<file path="config.mk">
export PLATFORM = sky130hd
export DESIGN_NAME = ivr_writer
export DESIGN_NICKNAME = d
export VERILOG_FILES = /design/src/rtl/ivr_pkg.sv /design/src/rtl/ivr_regs.sv /design/src/rtl/ivr_ptr.sv /design/src/rtl/ivr_emit.sv /design/src/rtl/ivr_writer.sv
export SDC_FILE = /design/constraint.sdc
export NUM_CORES = 1
export LEC_CHECK = 0
export BUFFER_PORTS_ARGS = -buffer_cell sky130_fd_sc_hd__buf_2
export CAP_MARGIN = 30
export CELL_PAD_IN_SITES_DETAIL_PLACEMENT = 1
export CELL_PAD_IN_SITES_GLOBAL_PLACEMENT = 1
export CORE_MARGIN = 5
export CORE_UTILIZATION = 39
export CTS_BUF_LIST = sky130_fd_sc_hd__clkbuf_4
export CTS_CLUSTER_SIZE = 25
export DETAILED_ROUTE_END_ITERATION = 8
export GPL_ROUTABILITY_DRIVEN = 0
export GPL_TIMING_DRIVEN = 0
export PLACE_DENSITY = 0.9
export SLEW_MARGIN = 5
export SYNTH_ARGS = -nofsm -noshare
export SYNTH_HDL_FRONTEND = slang
export SYNTH_SLANG_ARGS = --single-unit
</file>
<file path="constraint.sdc">
create_clock -name clk -period 8.3 [get_ports clk]
set_input_delay 1.66 -clock clk [delete_from_list [all_inputs] [get_ports clk]]
set_output_delay 1.66 -clock clk [all_outputs]
set_load 0.01 [all_outputs]
</file>
<file path="src/rtl/ivr_pkg.sv">
package ivr_pkg;
    localparam int ENTRY_BYTES = 16;
    localparam int BASE_SHIFT  = 8;
    localparam int MEM_AW      = 32 + BASE_SHIFT;
    localparam int SIZE_W      = 5;
    localparam int SIZE_LSB    = 1;

    // ring control bit positions
    localparam int RB_EN      = 0;
    localparam int RB_OVF_EN  = 6;
    localparam int RB_OVF_CLR = 7;
    localparam int RB_WB_EN   = 8;
    // main control bit positions
    localparam int MC_INTR_EN = 0;
    localparam int MC_REARM   = 1;

    typedef enum logic [2:0] {
        RA_MAIN = 3'd0,
        RA_RING = 3'd1,
        RA_BASE = 3'd2,
        RA_RPTR = 3'd3,
        RA_WPTR = 3'd4,
        RA_WBLO = 3'd5,
        RA_WBHI = 3'd6
    } ivr_reg_e;

    typedef struct packed {
        logic [15:0] as_id;
        logic [7:0]  vm_id;
        logic [7:0]  ring_id;
        logic [27:0] src_data;
        logic [7:0]  src_id;
    } ivr_event_t;

    typedef struct packed {
        logic              intr_en;
        logic              rearm;
        logic              ring_en;
        logic              ovf_en;
        logic              wb_en;
        logic [SIZE_W-1:0] size;
        logic [31:0]       base;
        logic [MEM_AW-1:0] wb_addr;
    } ivr_cfg_t;

    typedef enum logic [1:0] {
        EM_IDLE = 2'd0,
        EM_WORD = 2'd1,
        EM_WB   = 2'd2
    } ivr_emit_e;

    function automatic logic [127:0] ivr_pack(input ivr_event_t e);
        logic [127:0] v;
        v          = '0;
        v[7:0]     = e.src_id;
        v[59:32]   = e.src_data;
        v[71:64]   = e.ring_id;
        v[79:72]   = e.vm_id;
        v[95:80]   = e.as_id;
        return v;
    endfunction
endpackage

</file>
<file path="src/rtl/ivr_regs.sv">
module ivr_regs
    import ivr_pkg::*;
#(
    parameter int PTR_W = 20
) (
    input  logic             clk,
    input  logic             rst,
    input  logic             reg_wr,
    input  logic [2:0]       reg_addr,
    input  logic [31:0]      reg_wdata,
    output logic [31:0]      reg_rdata,
    input  logic [PTR_W-1:0] rptr,
    input  logic [PTR_W-1:0] wptr,
    input  logic             ovf_flag,
    output ivr_cfg_t         cfg,
    output logic             ovf_clr,
    output logic             rptr_wr,
    output logic [PTR_W-1:0] rptr_wdata
);
    logic              intr_en_q, rearm_q, ring_en_q, ovf_en_q, wb_en_q;
    logic [SIZE_W-1:0] size_q;
    logic [31:0]       base_q, wblo_q;
    logic [7:0]        wbhi_q;
    logic [31:0]       wptr_val;

    assign wptr_val = 32'(wptr) | 32'(ovf_flag);

    always_ff @(posedge clk) begin
        if (rst) begin
            intr_en_q <= 1'b0;
            rearm_q   <= 1'b0;
            ring_en_q <= 1'b0;
            ovf_en_q  <= 1'b0;
            wb_en_q   <= 1'b0;
            size_q    <= '0;
            base_q    <= '0;
            wblo_q    <= '0;
            wbhi_q    <= '0;
        end else if (reg_wr) begin
            case (reg_addr)
                RA_MAIN: begin
                    intr_en_q <= reg_wdata[MC_INTR_EN];
                    rearm_q   <= reg_wdata[MC_REARM];
                end
                RA_RING: begin
                    ring_en_q <= reg_wdata[RB_EN];
                    size_q    <= reg_wdata[SIZE_LSB +: SIZE_W];
                    ovf_en_q  <= reg_wdata[RB_OVF_EN];
                    wb_en_q   <= reg_wdata[RB_WB_EN];
                end
                RA_BASE: base_q <= reg_wdata;
                RA_WBLO: wblo_q <= reg_wdata;
                RA_WBHI: wbhi_q <= reg_wdata[7:0];
                default: ;
            endcase
        end
    end

    assign ovf_clr    = reg_wr && (reg_addr == RA_RING) && reg_wdata[RB_OVF_CLR];
    assign rptr_wr    = reg_wr && (reg_addr == RA_RPTR);
    assign rptr_wdata = reg_wdata[PTR_W-1:0];

    always_comb begin
        cfg.intr_en = intr_en_q;
        cfg.rearm   = rearm_q;
        cfg.ring_en = ring_en_q;
        cfg.ovf_en  = ovf_en_q;
        cfg.wb_en   = wb_en_q;
        cfg.size    = size_q;
        cfg.base    = base_q;
        cfg.wb_addr = {wbhi_q, wblo_q};
    end

    always_comb begin
        reg_rdata = '0;
        case (reg_addr)
            RA_MAIN: begin
                reg_rdata[MC_INTR_EN] = intr_en_q;
                reg_rdata[MC_REARM]   = rearm_q;
            end
            RA_RING: begin
                reg_rdata[RB_EN]                = ring_en_q;
                reg_rdata[SIZE_LSB +: SIZE_W]   = size_q;
                reg_rdata[RB_OVF_EN]            = ovf_en_q;
                reg_rdata[RB_WB_EN]             = wb_en_q;
            end
            RA_BASE: reg_rdata = base_q;
            RA_RPTR: reg_rdata = 32'(rptr);
            RA_WPTR: reg_rdata = wptr_val;
            RA_WBLO: reg_rdata = wblo_q;
            RA_WBHI: reg_rdata = 32'(wbhi_q);
            default: reg_rdata = '0;
        endcase
    end
endmodule

</file>
<file path="src/rtl/ivr_ptr.sv">
module ivr_ptr
    import ivr_pkg::*;
#(
    parameter int PTR_W = 20
) (
    input  logic              clk,
    input  logic              rst,
    input  logic              enabled,
    input  logic              rearm,
    input  logic [SIZE_W-1:0] size,
    input  logic              commit,
    input  logic              commit_ovf,
    input  logic              ovf_clr,
    input  logic              rptr_wr,
    input  logic [PTR_W-1:0]  rptr_wdata,
    output logic [PTR_W-1:0]  wptr,
    output logic [PTR_W-1:0]  rptr,
    output logic              ovf_flag,
    output logic              full,
    output logic              irq
);
    localparam logic [SIZE_W-1:0] SZ_MIN = SIZE_W'(2);
    localparam logic [SIZE_W-1:0] SZ_MAX = SIZE_W'(PTR_W - 2);
    localparam logic [PTR_W-1:0]  ALIGN  = ~PTR_W'(ENTRY_BYTES - 1);

    logic [SIZE_W-1:0] sz_c;
    logic [PTR_W:0]    len;
    logic [PTR_W-1:0]  mask, wptr_adv;
    logic              armed, pending;

    assign sz_c     = (size < SZ_MIN) ? SZ_MIN : ((size > SZ_MAX) ? SZ_MAX : size);
    assign len      = (PTR_W+1)'(1) << (sz_c + SIZE_W'(2));
    assign mask     = len[PTR_W-1:0] - 1'b1;
    assign wptr_adv = (wptr + PTR_W'(ENTRY_BYTES)) & mask;
    assign full     = (wptr_adv == rptr);
    assign pending  = (wptr != rptr) || ovf_flag;
    assign irq      = enabled && armed && pending;

    always_ff @(posedge clk) begin
        if (rst || !enabled) begin
            wptr     <= '0;
            rptr     <= '0;
            ovf_flag <= 1'b0;
            armed    <= 1'b0;
        end else begin
            if (commit)
                wptr <= wptr_adv;
            if (commit && commit_ovf)
                ovf_flag <= 1'b1;
            else if (ovf_clr)
                ovf_flag <= 1'b0;
            if (rptr_wr)
                rptr <= rptr_wdata & mask & ALIGN;
            if (commit)
                armed <= 1'b1;
            else if (rptr_wr)
                armed <= rearm;
        end
    end

    assert_irq_pending_R8: assert property (@(posedge clk) disable iff (rst)
        irq |-> ((wptr != rptr) || ovf_flag));

    assert_disable_clears_R10: assert property (@(posedge clk) disable iff (rst)
        !enabled |=> (wptr == '0 && rptr == '0 && !ovf_flag));

    assert_flag_source_R5: assert property (@(posedge clk) disable iff (rst)
        $rose(ovf_flag) |-> $past(commit && commit_ovf));

    assert_ptr_aligned_R2: assert property (@(posedge clk) disable iff (rst)
        (wptr[3:0] == 4'd0) && (rptr[3:0] == 4'd0));
endmodule

</file>
<file path="src/rtl/ivr_emit.sv">
module ivr_emit
    import ivr_pkg::*;
#(
    parameter int PTR_W = 20
) (
    input  logic              clk,
    input  logic              rst,
    input  logic              enabled,
    input  logic              can_accept,
    input  logic              full,
    input  logic              wb_en,
    input  logic [31:0]       base,
    input  logic [MEM_AW-1:0] wb_addr,
    input  logic [PTR_W-1:0]  wptr,
    input  logic              ovf_flag,
    input  logic              ev_valid,
    input  ivr_event_t        ev,
    output logic              ev_ready,
    output logic              commit,
    output logic              commit_ovf,
    output logic              mem_we,
    output logic [MEM_AW-1:0] mem_addr,
    output logic [31:0]       mem_wdata
);
    ivr_emit_e    state;
    logic [1:0]   idx;
    logic [127:0] vec_q;
    logic         full_q;

    assign ev_ready   = (state == EM_IDLE) && can_accept;
    assign commit     = enabled && (state == EM_WORD) && (idx == 2'd3);
    assign commit_ovf = full_q;

    always_ff @(posedge clk) begin
        if (rst || !enabled) begin
            state  <= EM_IDLE;
            idx    <= '0;
            vec_q  <= '0;
            full_q <= 1'b0;
        end else begin
            case (state)
                EM_IDLE: if (ev_valid && ev_ready) begin
                    vec_q  <= ivr_pack(ev);
                    full_q <= full;
                    idx    <= '0;
                    state  <= EM_WORD;
                end
                EM_WORD: begin
                    idx <= idx + 2'd1;
                    if (idx == 2'd3)
                        state <= wb_en ? EM_WB : EM_IDLE;
                end
                EM_WB:   state <= EM_IDLE;
                default: state <= EM_IDLE;
            endcase
        end
    end

    always_comb begin
        mem_we    = enabled && (state == EM_WORD || state == EM_WB);
        mem_addr  = {base, 8'h00} + MEM_AW'(wptr) + MEM_AW'({idx, 2'b00});
        mem_wdata = vec_q[{idx, 5'd0} +: 32];
        if (state == EM_WB) begin
            mem_addr  = wb_addr;
            mem_wdata = 32'(wptr) | 32'(ovf_flag);
        end
    end

    assert_burst_continues_R1: assert property (@(posedge clk) disable iff (rst)
        (mem_we && state == EM_WORD && idx != 2'd3) |=> (mem_we || !enabled));

    assert_ready_needs_enable_R3: assert property (@(posedge clk) disable iff (rst)
        ev_ready |-> enabled);
endmodule

</file>
<file path="src/rtl/ivr_writer.sv">
module ivr_writer
    import ivr_pkg::*;
#(
    parameter int PTR_W = 20
) (
    input  logic        clk,
    input  logic        rst,
    input  logic        ev_valid,
    output logic        ev_ready,
    input  logic [7:0]  ev_src_id,
    input  logic [27:0] ev_src_data,
    input  logic [7:0]  ev_ring_id,
    input  logic [7:0]  ev_vm_id,
    input  logic [15:0] ev_as_id,
    input  logic        reg_wr,
    input  logic [2:0]  reg_addr,
    input  logic [31:0] reg_wdata,
    output logic [31:0] reg_rdata,
    output logic        mem_we,
    output logic [39:0] mem_addr,
    output logic [31:0] mem_wdata,
    output logic        irq
);
    ivr_cfg_t         cfg;
    ivr_event_t       ev;
    logic             ovf_clr, rptr_wr, enabled, can_accept;
    logic             commit, commit_ovf, full, ovf_flag;
    logic [PTR_W-1:0] rptr_wdata, wptr, rptr;

    assign ev = '{as_id: ev_as_id, vm_id: ev_vm_id, ring_id: ev_ring_id,
                  src_data: ev_src_data, src_id: ev_src_id};
    assign enabled    = cfg.intr_en && cfg.ring_en;
    assign can_accept = enabled && (!full || cfg.ovf_en);

    ivr_regs #(.PTR_W(PTR_W)) u_regs (
        .clk(clk), .rst(rst), .reg_wr(reg_wr), .reg_addr(reg_addr),
        .reg_wdata(reg_wdata), .reg_rdata(reg_rdata), .rptr(rptr), .wptr(wptr),
        .ovf_flag(ovf_flag), .cfg(cfg), .ovf_clr(ovf_clr), .rptr_wr(rptr_wr),
        .rptr_wdata(rptr_wdata)
    );

    ivr_ptr #(.PTR_W(PTR_W)) u_ptr (
        .clk(clk), .rst(rst), .enabled(enabled), .rearm(cfg.rearm), .size(cfg.size),
        .commit(commit), .commit_ovf(commit_ovf), .ovf_clr(ovf_clr),
        .rptr_wr(rptr_wr), .rptr_wdata(rptr_wdata), .wptr(wptr), .rptr(rptr),
        .ovf_flag(ovf_flag), .full(full), .irq(irq)
    );

    ivr_emit #(.PTR_W(PTR_W)) u_emit (
        .clk(clk), .rst(rst), .enabled(enabled), .can_accept(can_accept), .full(full),
        .wb_en(cfg.wb_en), .base(cfg.base), .wb_addr(cfg.wb_addr), .wptr(wptr),
        .ovf_flag(ovf_flag), .ev_valid(ev_valid), .ev(ev), .ev_ready(ev_ready),
        .commit(commit), .commit_ovf(commit_ovf), .mem_we(mem_we),
        .mem_addr(mem_addr), .mem_wdata(mem_wdata)
    );

    assert_no_write_when_stalled_R4: assert property (@(posedge clk) disable iff (rst)
        ev_ready |-> (!full || cfg.ovf_en));
endmodule

</file>
=== After elaboration in Yosys (flattened, before gate mapping) ===
Index checks and enable logic that the tools add are counted.

* $add $sub $neg: 6
* Multiply operators: 0
* Divide/modulo/power cells: 0
* $lt $le $gt $ge: 2
* Equality and inequality tests: 13
* Shifts and indexed selects: 2
* Multiplexer cells: 19
* Bitwise logic cells: 3
* Reductions and logical operators: 32

{| class="wikitable"
|+ Operator list
! cell !! number
|-
| variable part select 128 x 8 -> 32 bit || 1
|-
| case mux 23 bit (4 select lines) || 1
|-
| adder 40 x 20 -> 40 bit || 1
|-
| adder 40 x 4 -> 40 bit || 1
|-
| AND 20 bit || 2
|-
| two-way mux 40 bit || 1
|-
| two-way mux 32 bit || 1
|-
| case mux 5 bit (6 select lines) || 1
|-
| adder 20 x 5 -> 20 bit (second input constant) || 1
|-
| == test 20 bit || 1
|-
| != test 20 bit || 1
|-
| bitwise OR 20 x 1 -> 20 bit || 1
|-
| << shifter 1 x 5 -> 20 bit (first input constant) || 1
|-
| subtractor 20 x 1 -> 20 bit (second input constant) || 1
|-
| AND reduction 2 bit || 8
|-
| logical AND 1 bit || 13
|-
| case mux 2 bit (6 select lines) || 1
|-
| two-way mux 5 bit || 2
|-
| case mux 1 bit (5 select lines) || 2
|-
| == test 3 bit (second input constant) || 3
|-
| two-way mux 2 bit || 4
|-
| case mux 2 bit (2 select lines) || 2
|-
| == test 3 x 2 -> 1 bit (second input constant) || 2
|-
| nonzero test 2 bit || 3
|-
| 14 further kinds || 22
|}

* Register bits: 193
* Latch bits: 0
* Memory bits (writable): 0
* ROM bits: 0
* Input bits: 107
* Logic and storage cells: 94
* Memories kept: 0

=== Logic depth before layout (Yosys ltp) ===
Gate-level depths: netlist (run 1).

* Word-level depth: 15
* Gate-level depth with buffers: 25
* Mapped depth without buffers: 17

=== Hierarchy ===
A second synthesis (run 1) with hierarchy kept.

* Cells, all modules: 1652
* Area, all modules: 12418.2 um2

{| class="wikitable"
|+ Modules (own cells, without submodules)
! module !! times used !! cells each !! area an instance (um2) !! sequential area each (um2)
|-
| ivr_emit || 1 || 703 || 4968.5 || 1461.4
|-
| ivr_regs || 1 || 502 || 4155.2 || 1641.6
|-
| ivr_ptr || 1 || 444 || 3263.1 || 760.7
|-
| ivr_writer || 1 || 3 || 31.3 || 0.0
|}

=== Worst setup path before layout (run 1) ===
OpenSTA, ideal clock, no wires.

* Kind: register to output
* Start point: register u_regs.size_q[4]
* End point: output port ev_ready
* Arrival time: 4.341 ns
* Data required time: 6.640 ns
* Path slack: 2.299 ns
* Stages on the path, launching flop included: 21
* Cell sequence: dfxtp_1 buf_2 buf_2 buf_2 clkbuf_1 nor2b_1 ha_1 buf_2 buf_2 nor2_1 nand2b_1 or2_2 ha_1 clkbuf_1 or4_1 o211a_1 xnor2_1 a2111oi_0 nand4_1 nor3_1 nor3b_1

* Longest elaborated chain between the ends: 12

{| class="wikitable"
|+ Ends and longest elaborated chain
! item !! RTL line !! RTL
|-
| from (decl) || ivr_regs.sv:21 || <nowiki>logic [SIZE_W-1:0] size_q;</nowiki>
|-
| from (signal assigned) || ivr_regs.sv:47 || <nowiki>size_q <= reg_wdata[SIZE_LSB +: SIZE_W];</nowiki>
|-
| > comparator 5 bit || ivr_ptr.sv:31 || <nowiki>assign sz_c = (size < SZ_MIN) ? SZ_MIN : ((size > SZ_MAX) ? SZ_MAX : size);</nowiki>
|-
| two-way mux 5 bit || ivr_ptr.sv:31 ||
|-
| two-way mux 5 bit * || ivr_ptr.sv:31 ||
|-
| adder 5 x 2 -> 5 bit * || ivr_ptr.sv:32 || <nowiki>assign len = (PTR_W+1)'(1) << (sz_c + SIZE_W'(2));</nowiki>
|-
| << shifter 1 x 5 -> 20 bit * || ivr_ptr.sv:32 ||
|-
| subtractor 20 x 1 -> 20 bit * || ivr_ptr.sv:33 || <nowiki>assign mask = len[PTR_W-1:0] - 1'b1;</nowiki>
|-
| AND 20 bit * || ivr_ptr.sv:34 || <nowiki>assign wptr_adv = (wptr + PTR_W'(ENTRY_BYTES)) & mask;</nowiki>
|-
| == test 20 bit * || ivr_ptr.sv:35 || <nowiki>assign full = (wptr_adv == rptr);</nowiki>
|-
| zero test 1 bit * || ivr_writer.sv:33 || <nowiki>assign can_accept = enabled && (!full || cfg.ovf_en);</nowiki>
|-
| logical OR 1 bit * || ivr_writer.sv:33 ||
|-
| logical AND 1 bit * || ivr_writer.sv:33 ||
|-
| logical AND 1 bit * || ivr_emit.sv:30 || <nowiki>assign ev_ready = (state == EM_IDLE) && can_accept;</nowiki>
|-
| to (decl) || ivr_writer.sv:9 || <nowiki>output logic ev_ready,</nowiki>
|}

Every way passes the cells marked *; elsewhere a longest branch is shown, timed or not.

=== Final worst setup path (run 1) ===
Ends and elaborated chain as after synthesis.

==> results of run 1 <==
## through the flow
stage | power, mW | cells | instance area [um^2] | hold slack [ns]
6_report | 1.73 | 2265 | 13700 | 0.470
5_1_grt | 1.77 | 2265 | 13700 | 0.502
4_1_cts | 1.71 | 2262 | 13700 | 0.471
3_5_place_dp | 1.14 | 2230 | 13400 | 0.448
3_3_place_gp | 1.14 | 2230 | 13400 | 0.441
2_1_floorplan | 1.06 | 1629 | 11800 | 0.432
## cell type report
class | instances | area [um^2]
fill | 3952 | 16100
inverter | 28 | 105
antenna | 1 | 2.50
tap | 390 | 488
buffer | 139 | 613
timing repair buffer | 213 | 1070
sequential | 193 | 3860
multi-input combinational | 1269 | 7240
clock inverter | 15 | 191
clock buffer | 17 | 128
## routing by layer
layer,share of wire,vias to the layer above
met5,0,-
met2,0.45,807
met4,0.041,0
met1,0.40,6676
li1,-,6188
met3,0.11,142
## worst paths after layout
path,end,slack [ns]
worst min register to register,u_emit.vec_q[86],0.47
worst max-delay path,ev_ready,0.34
worst max register to register,u_emit.vec_q[76],1.86
worst min-delay path,u_emit.vec_q[86],0.47
## worst max-delay path, stage by stage, from the launching register on
cell       delay (ns)
dfxtp_1          0.35
buf_2            0.20
buf_2            0.25
buf_2            0.27
clkbuf_2         0.31
nor2b_1          0.09
ha_1             0.27
buf_2            0.19
buf_2            0.21
nor2_1           0.29
nand2b_1         0.22
or2_2            0.35
ha_1             0.21
clkbuf_1         0.22
or4_1            0.54
o21ai_1          0.33
o2111ai_1        0.17
a2111oi_0        0.33
nand4_1          0.30
nor3_1           0.30
nor3b_1          0.09
buf_2            0.15
## registers in the layout (all words and copies together), names as in the netlist
name,count
u_regs.wb_en_q,1
u_emit.vec_q,68
u_ptr.ovf_flag,1
u_regs.intr_en_q,1
u_emit.state,2
u_regs.ovf_en_q,1
u_regs.size_q,5
u_regs.rearm_q,1
u_ptr.rptr,16
u_regs.base_q,32
u_ptr.wptr,20
u_regs.ring_en_q,1
u_emit.commit_ovf,1
u_ptr.armed,1
u_emit.idx,2
u_regs.wblo_q,32
u_regs.wbhi_q,8
## where the power goes
part           switching [mW]  total, mW  leakage, nW  internal [mW]
Clock                   0.424      0.595        0.165          0.171
Sequential             0.0105      0.947         1.56          0.936
Combinational           0.121      0.187         3.24         0.0665
## logic make-up after synthesis
kind of cell    share of synthesized area
fa+ha+maj                          0.0250
buf+inv                            0.0607
simple gates                        0.266
flops                               0.327
xor+xnor                           0.0526
compound gates                      0.236
mux                                0.0332
## layout by cell type (no fill, tap or decap), types with 6 or more instances in the layout
cell type,synthesis,routed
nand2_1,339,339
buf_2,23,234
dfxtp_1,193,193
a21oi_1,146,146
o21ai_0,128,127
clkbuf_1,99,98
nand3_1,98,98
nor2_1,82,82
a22oi_1,56,56
xor2_1,36,36
xnor2_1,35,35
o21ai_1,32,33
nor2b_1,29,29
inv_1,25,25
ha_1,22,22
nor3_1,21,21
mux2i_1,19,19
clkbuf_4,0,17
a21boi_0,14,14
mux2_2,14,14
and3_1,14,14
a221oi_1,12,12
nand3b_1,11,11
nand4_1,11,11
nor4_1,9,9
or3_1,9,9
or2_2,8,8
or4_1,8,8
nor3b_1,7,7
a211oi_1,7,7
and2_1,7,7
o22ai_1,6,6
nand2b_1,6,6
a31oi_1,6,6
## what timing repair did
item	in CTS	in global routing
resized for setup	0	3
hold buffers	0	0
buffers inserted	0	2
endpoints found under the setup margin	0	1
==> results.ini, run 1 <==
[run]
cap_violations = 0

[die]
core_area_um2 = 29800
die_w_um = 184
dieHeight_um = 184
io_pins = 214
initial_core_util = 0.397
rows = 63
die_area_um2 = 33900

[routing]
antenna_left = 0
dr.pass1.iters = 6
vias = 13800
drt_iter0_drc = 1583
drcViolationCount = 0
wl_per_cell_um = 23.2
drt-total-wl_mm = 52.5
via_per_inst = 6.10

[timing]
max_slew.worst_pin.slew_ns = 1.07
final.setup.tns_ns = 0
period_needed_ns = 7.96
rsz0062_at_grt = false
finClkSkew_ns = 0.0397
clock.fmax_mhz = 126
finalSetupViolCount = 0
relSlewSlack = 0.287
slew_viol_final = 0
layout_worst_path_cycle_share = 0.959
hold_viol_final = 0
timing.final.ws_setup_ns = 0.341

[outcome]
outcome = completed

[placed_design]
port_buffers = 211
pre_cts_ws_ns = 0.919
dp_hpwl_mm = 40.8

[cells_and_area]
nets = 1991
syn_to_final_growth_pct = 15.9
utilization = 0.460
drive_gt1_frac = 0.168

[global_route]
grt-ovfl-total = 0
grt_use_total = 0.298
grt_use_met1 = 0.384
use_met3 = 0.0645
gr-usage-met2 = 0.488
grt_pass1_wl_mm = 79.6
antenna_found_initial = 2
busiest_layer = met2
grt_max_degree = 21
grt_pass1_vias = 13900

[cts]
numClockSinks = 193
htreeDepth = 4
path_clk_slew_ns = 0.18
worst_skew_pair.late_latency_ns = 0.67
cts_buffer_depth = 2
cts_root_buf = clkbuf_4
cts_buffers = 17
cts_tree = yes

[synthesis]
yosys.cell_count.top_type = nand2_1
synth_flop_cell = dfxtp_1
synth_cell_type_count = 82
synthTopCellsByArea = dfxtp_1, nand2_1, a21oi_1
avgSynthCellArea_um2 = 7.26
ys_seq_elements = 193
synth_edf_count = 0
ys.warnings.count = 0
async_flop_share = 0
synth_area_leader_cell = dfxtp_1
yosys-top-cells-count = nand2_1, dfxtp_1, a21oi_1
seq_area_frac_synth = 0.327
mappedNetlistArea_um2 = 11800
synth_top_cell_area_share = 0.327
syn_nets = 1759
postSynthCellCount = 1629

[setup_path]
crit_path_max_fanout = 10
crit_required_ns = 6.64
crit_path_start_kind = flip-flop
critPathLaunch = u_regs.size_q[4]
rr_startpoint = u_regs.size_q[4]
critical_path_class = reg -> out
arrival_ns = 6.30
end_kind = output pin
rr_worst_depth = 25

[power_and_ir_drop]
p_per_area_nw_per_um2 = 126
power.static_leakage_nw = 4.96
vdd_drop_max_v = 0.0000926

[min_path]
min_path_type = reg -> reg
holdCritStartpoint = u_emit.vec_q[86]
hold_path_depth = 2

No activity file was read; power rests on OpenSTA's default activity.
==> run 2, diff against run 1 <==
Settings changed: CTS_BUF_LIST sky130_fd_sc_hd__clkbuf_4 to sky130_fd_sc_hd__clkbuf_4 sky130_fd_sc_hd__clkbuf_8.
==> run 2 against run 1 <==
Against the previous run:
- combinational power hardly changed
- register-to-register slack better by 0.04 ns
- global-route usage is 0.12 points higher
- clock power is 18% higher
- first-iteration DRC count is 6.1% lower
- critical path depth stayed put
- largest power group unchanged
==> results.ini, run 2 (synthesized netlist as in run 1, its figures left out) <==
[outcome]
outcome = completed  ; unchanged

[cells_and_area]
n_antenna_cell = 0  ; was 1
largest_reg_flops = 68  ; unchanged
regMostFlops = u_emit.vec_q  ; unchanged
drive_gt1_frac = 0.167  ; was 0.168
utilization = 0.463  ; was 0.460
layout.cells.non_filler = 2262  ; was 2265
regArea_um2 = 3860  ; unchanged
mostFrequentLayoutCell = nand2_1  ; unchanged
largestRegisters = u_emit.vec_q: 68 flops, u_regs.base_q: 32 flops, u_regs.wblo_q: 32 flops  ; unchanged
syn_to_final_growth_pct = 16.8  ; was 15.9%
fillers = 3922  ; was 3952
nets = 1989  ; was 1991
multi_input_area_um2 = 7240  ; unchanged
most-common-layout-cells = nand2_1, buf_2, dfxtp_1  ; unchanged

[timing]
slew_viol_final = 0  ; unchanged
relSlewSlack = 0.285  ; was 0.287
max_slew.worst_pin.slew_ns = 1.07  ; about the same
final.setup.tns_ns = 0  ; unchanged
rsz0062_at_grt = false  ; unchanged
layout_worst_path_cycle_share = 0.952  ; was 0.959
period_needed_ns = 7.90  ; was 7.96 ns
finalSetupViolCount = 0  ; unchanged
clock.fmax_mhz = 127  ; was 126 MHz
hold_viol_final = 0  ; unchanged
finClkSkew_ns = 0.0276  ; was 0.0397 ns

[die]
die_area_um2 = 33900  ; unchanged
dieHeight_um = 184  ; unchanged
core_area_um2 = 29800  ; unchanged
initial_core_util = 0.397  ; unchanged
rows = 63  ; unchanged
die_w_um = 184  ; unchanged
io_pins = 214  ; unchanged

[setup_path]
slowest_stage = or4_1  ; unchanged
crit_path_max_fanout = 10  ; unchanged
rr_worst_depth = 23  ; was 25
arrival_ns = 6.24  ; was 6.30 ns
rr_startpoint = u_regs.size_q[4]  ; unchanged
path_common_cell = buf_2  ; unchanged
critical_path_class = reg -> out  ; unchanged
path_cells = buf_2 -> buf_2 -> buf_2 -> clkbuf_2 -> nor2b_1 -> ha_1 -> buf_2 -> buf_2 -> nor2_1 -> nand2b_1 -> or2_2 -> ha_1 -> clkbuf_1 -> or4_1 -> o21ai_0 -> o2111ai_1 -> a2111oi_0 -> nand4_1 -> nor3_1 -> nor3b_1 -> buf_2  ; was buf_2 -> buf_2 -> buf_2 -> clkbuf_2 -> nor2b_1 -> ha_1 -> buf_2 -> buf_2 -> nor2_1 -> nand2b_1 -> or2_2 -> ha_1 -> clkbuf_1 -> or4_1 -> o21ai_1 -> o2111ai_1 -> a2111oi_0 -> nand4_1 -> nor3_1 -> nor3b_1 -> buf_2
max_stage_delay_ns = 0.54  ; about the same
critPathLaunch = u_regs.size_q[4]  ; unchanged
crit_required_ns = 6.64  ; about the same
end_kind = output pin  ; unchanged
crit_path_start_kind = flip-flop  ; unchanged

[routing]
antenna_left = 0  ; unchanged
dr.pass1.iters = 8  ; was 6
vias = 13800  ; about the same
drt_iter0_drc = 1486  ; was 1583
via_per_inst = 6.09  ; was 6.10
wl_per_cell_um = 23.2  ; about the same
drcViolationCount = 0  ; unchanged
drt-total-wl_mm = 52.6  ; was 52.5 mm

[power_and_ir_drop]
power_mw = 1.83  ; was 1.73 mW
power.static_leakage_nw = 5.00  ; was 4.96 nW
vdd_drop_max_v = 0.0000877  ; was 0.0000926 V
p_per_area_nw_per_um2 = 133  ; was 126 nW/um^2
p_switching_uw = 562  ; was 556 uW
switching_share = 0.307  ; was 0.321
pwr-share-clk = 0.383  ; was 0.344
power.share.sequential = 0.516  ; was 0.548
combPwrFrac = 0.100  ; was 0.108
p_int_mw = 1.27  ; was 1.17 mW

[cts]
htreeDepth = 4  ; unchanged
cts_buffers = 17  ; unchanged
cts_tree = yes  ; unchanged
cts_setup_buffers = 0  ; unchanged
numClockSinks = 193  ; unchanged
path_clk_slew_ns = 0.12  ; was 0.18 ns
cts_root_buf = clkbuf_8  ; was clkbuf_4
cts_buffer_depth = 2  ; unchanged
worst_skew_pair.late_latency_ns = 0.52  ; was 0.67 ns

[min_path]
holdCritStartpoint = u_emit.vec_q[93]  ; was u_emit.vec_q[86]
hold_path_depth = 2  ; unchanged
min_path_type = reg -> reg  ; unchanged

[placed_design]
dp_cells = 2230  ; unchanged
dp_hpwl_mm = 40.8  ; unchanged
port_buffers = 211  ; unchanged

[global_route]
grt_max_degree = 21  ; unchanged
antenna_found_initial = 0  ; was 2
grt-ovfl-total = 0  ; unchanged
grt_pass1_wl_mm = 80.0  ; was 79.6 mm
grt_use_total = 0.299  ; was 0.298
grt_pass1_vias = 14000  ; was 13900

[run]
cap_violations = 0  ; unchanged

-- run 2: cell count changes in the layout (fill, tap and decap cells not counted), sizes merged --
cell	previous run	this run
clkinv	8	7
diode	1	0
buf	249	247
clkbuf	120	121
-- run 2: metal layers --
layer	share of wire	GRT usage	vias up
met3	0.11	0.0685	180
met2	0.45	0.488	811
met5	0	0	-
li1	-	-	6186
met4	0.047	0.129	0
met1	0.39	0.380	6600
-- run 2: per-stage QoR --
step                      area, um^2  hold WS [ns]  setup WS, ns
final                          13800         0.464         0.401
after global routing           13800         0.495         0.169
after CTS                      13800         0.465         0.378
after detailed placement       13400         0.448         0.919
after global placement         13400         0.441          1.02
after floorplan                11800         0.432          2.30
-- run 2: final timing paths --
path                                         end  slack (ns)
worst min register to register  u_emit.vec_q[93]        0.46
worst max register to register  u_emit.vec_q[34]        1.90
worst min-delay path            u_emit.vec_q[93]        0.46
worst max-delay path                    ev_ready        0.40
-- run 2: area by class of cell --
cell class / instances / area share
well taps: 390 / 0.0354
clock buffers: 18 / 0.0180
plain buffers: 139 / 0.0444
inverters: 28 / 0.00762
flip-flops and latches: 193 / 0.280
repair buffers: 211 / 0.0765
multi-input cells: 1269 / 0.525
clock inverters: 14 / 0.0136
-- run 2: timing repair --
action	4_1_cts	5_1_grt
setup endpoints to repair	0	1
resized for setup	0	2
hold buffers	0	0
-- run 2: power by group through the flow --
stage	sequential [mW]	combinational (mW)	clock [mW]
global route	0.946	0.194	0.730
global placement	0.965	0.172	0
CTS	0.944	0.178	0.697
floorplan	0.961	0.0965	0
detailed placement	0.965	0.177	0
finish	0.945	0.184	0.701
-- run 2: critical path: cells and delay by family (launching register included) --
kind                     cells  cell delay, ns
AND/OR/NAND/NOR              8            2.28
AO/OA/AOI/OAI                3            0.87
adder cells (fa/ha/maj)      2            0.48
buffers and inverters        8            1.79
flip-flops                   1            0.33
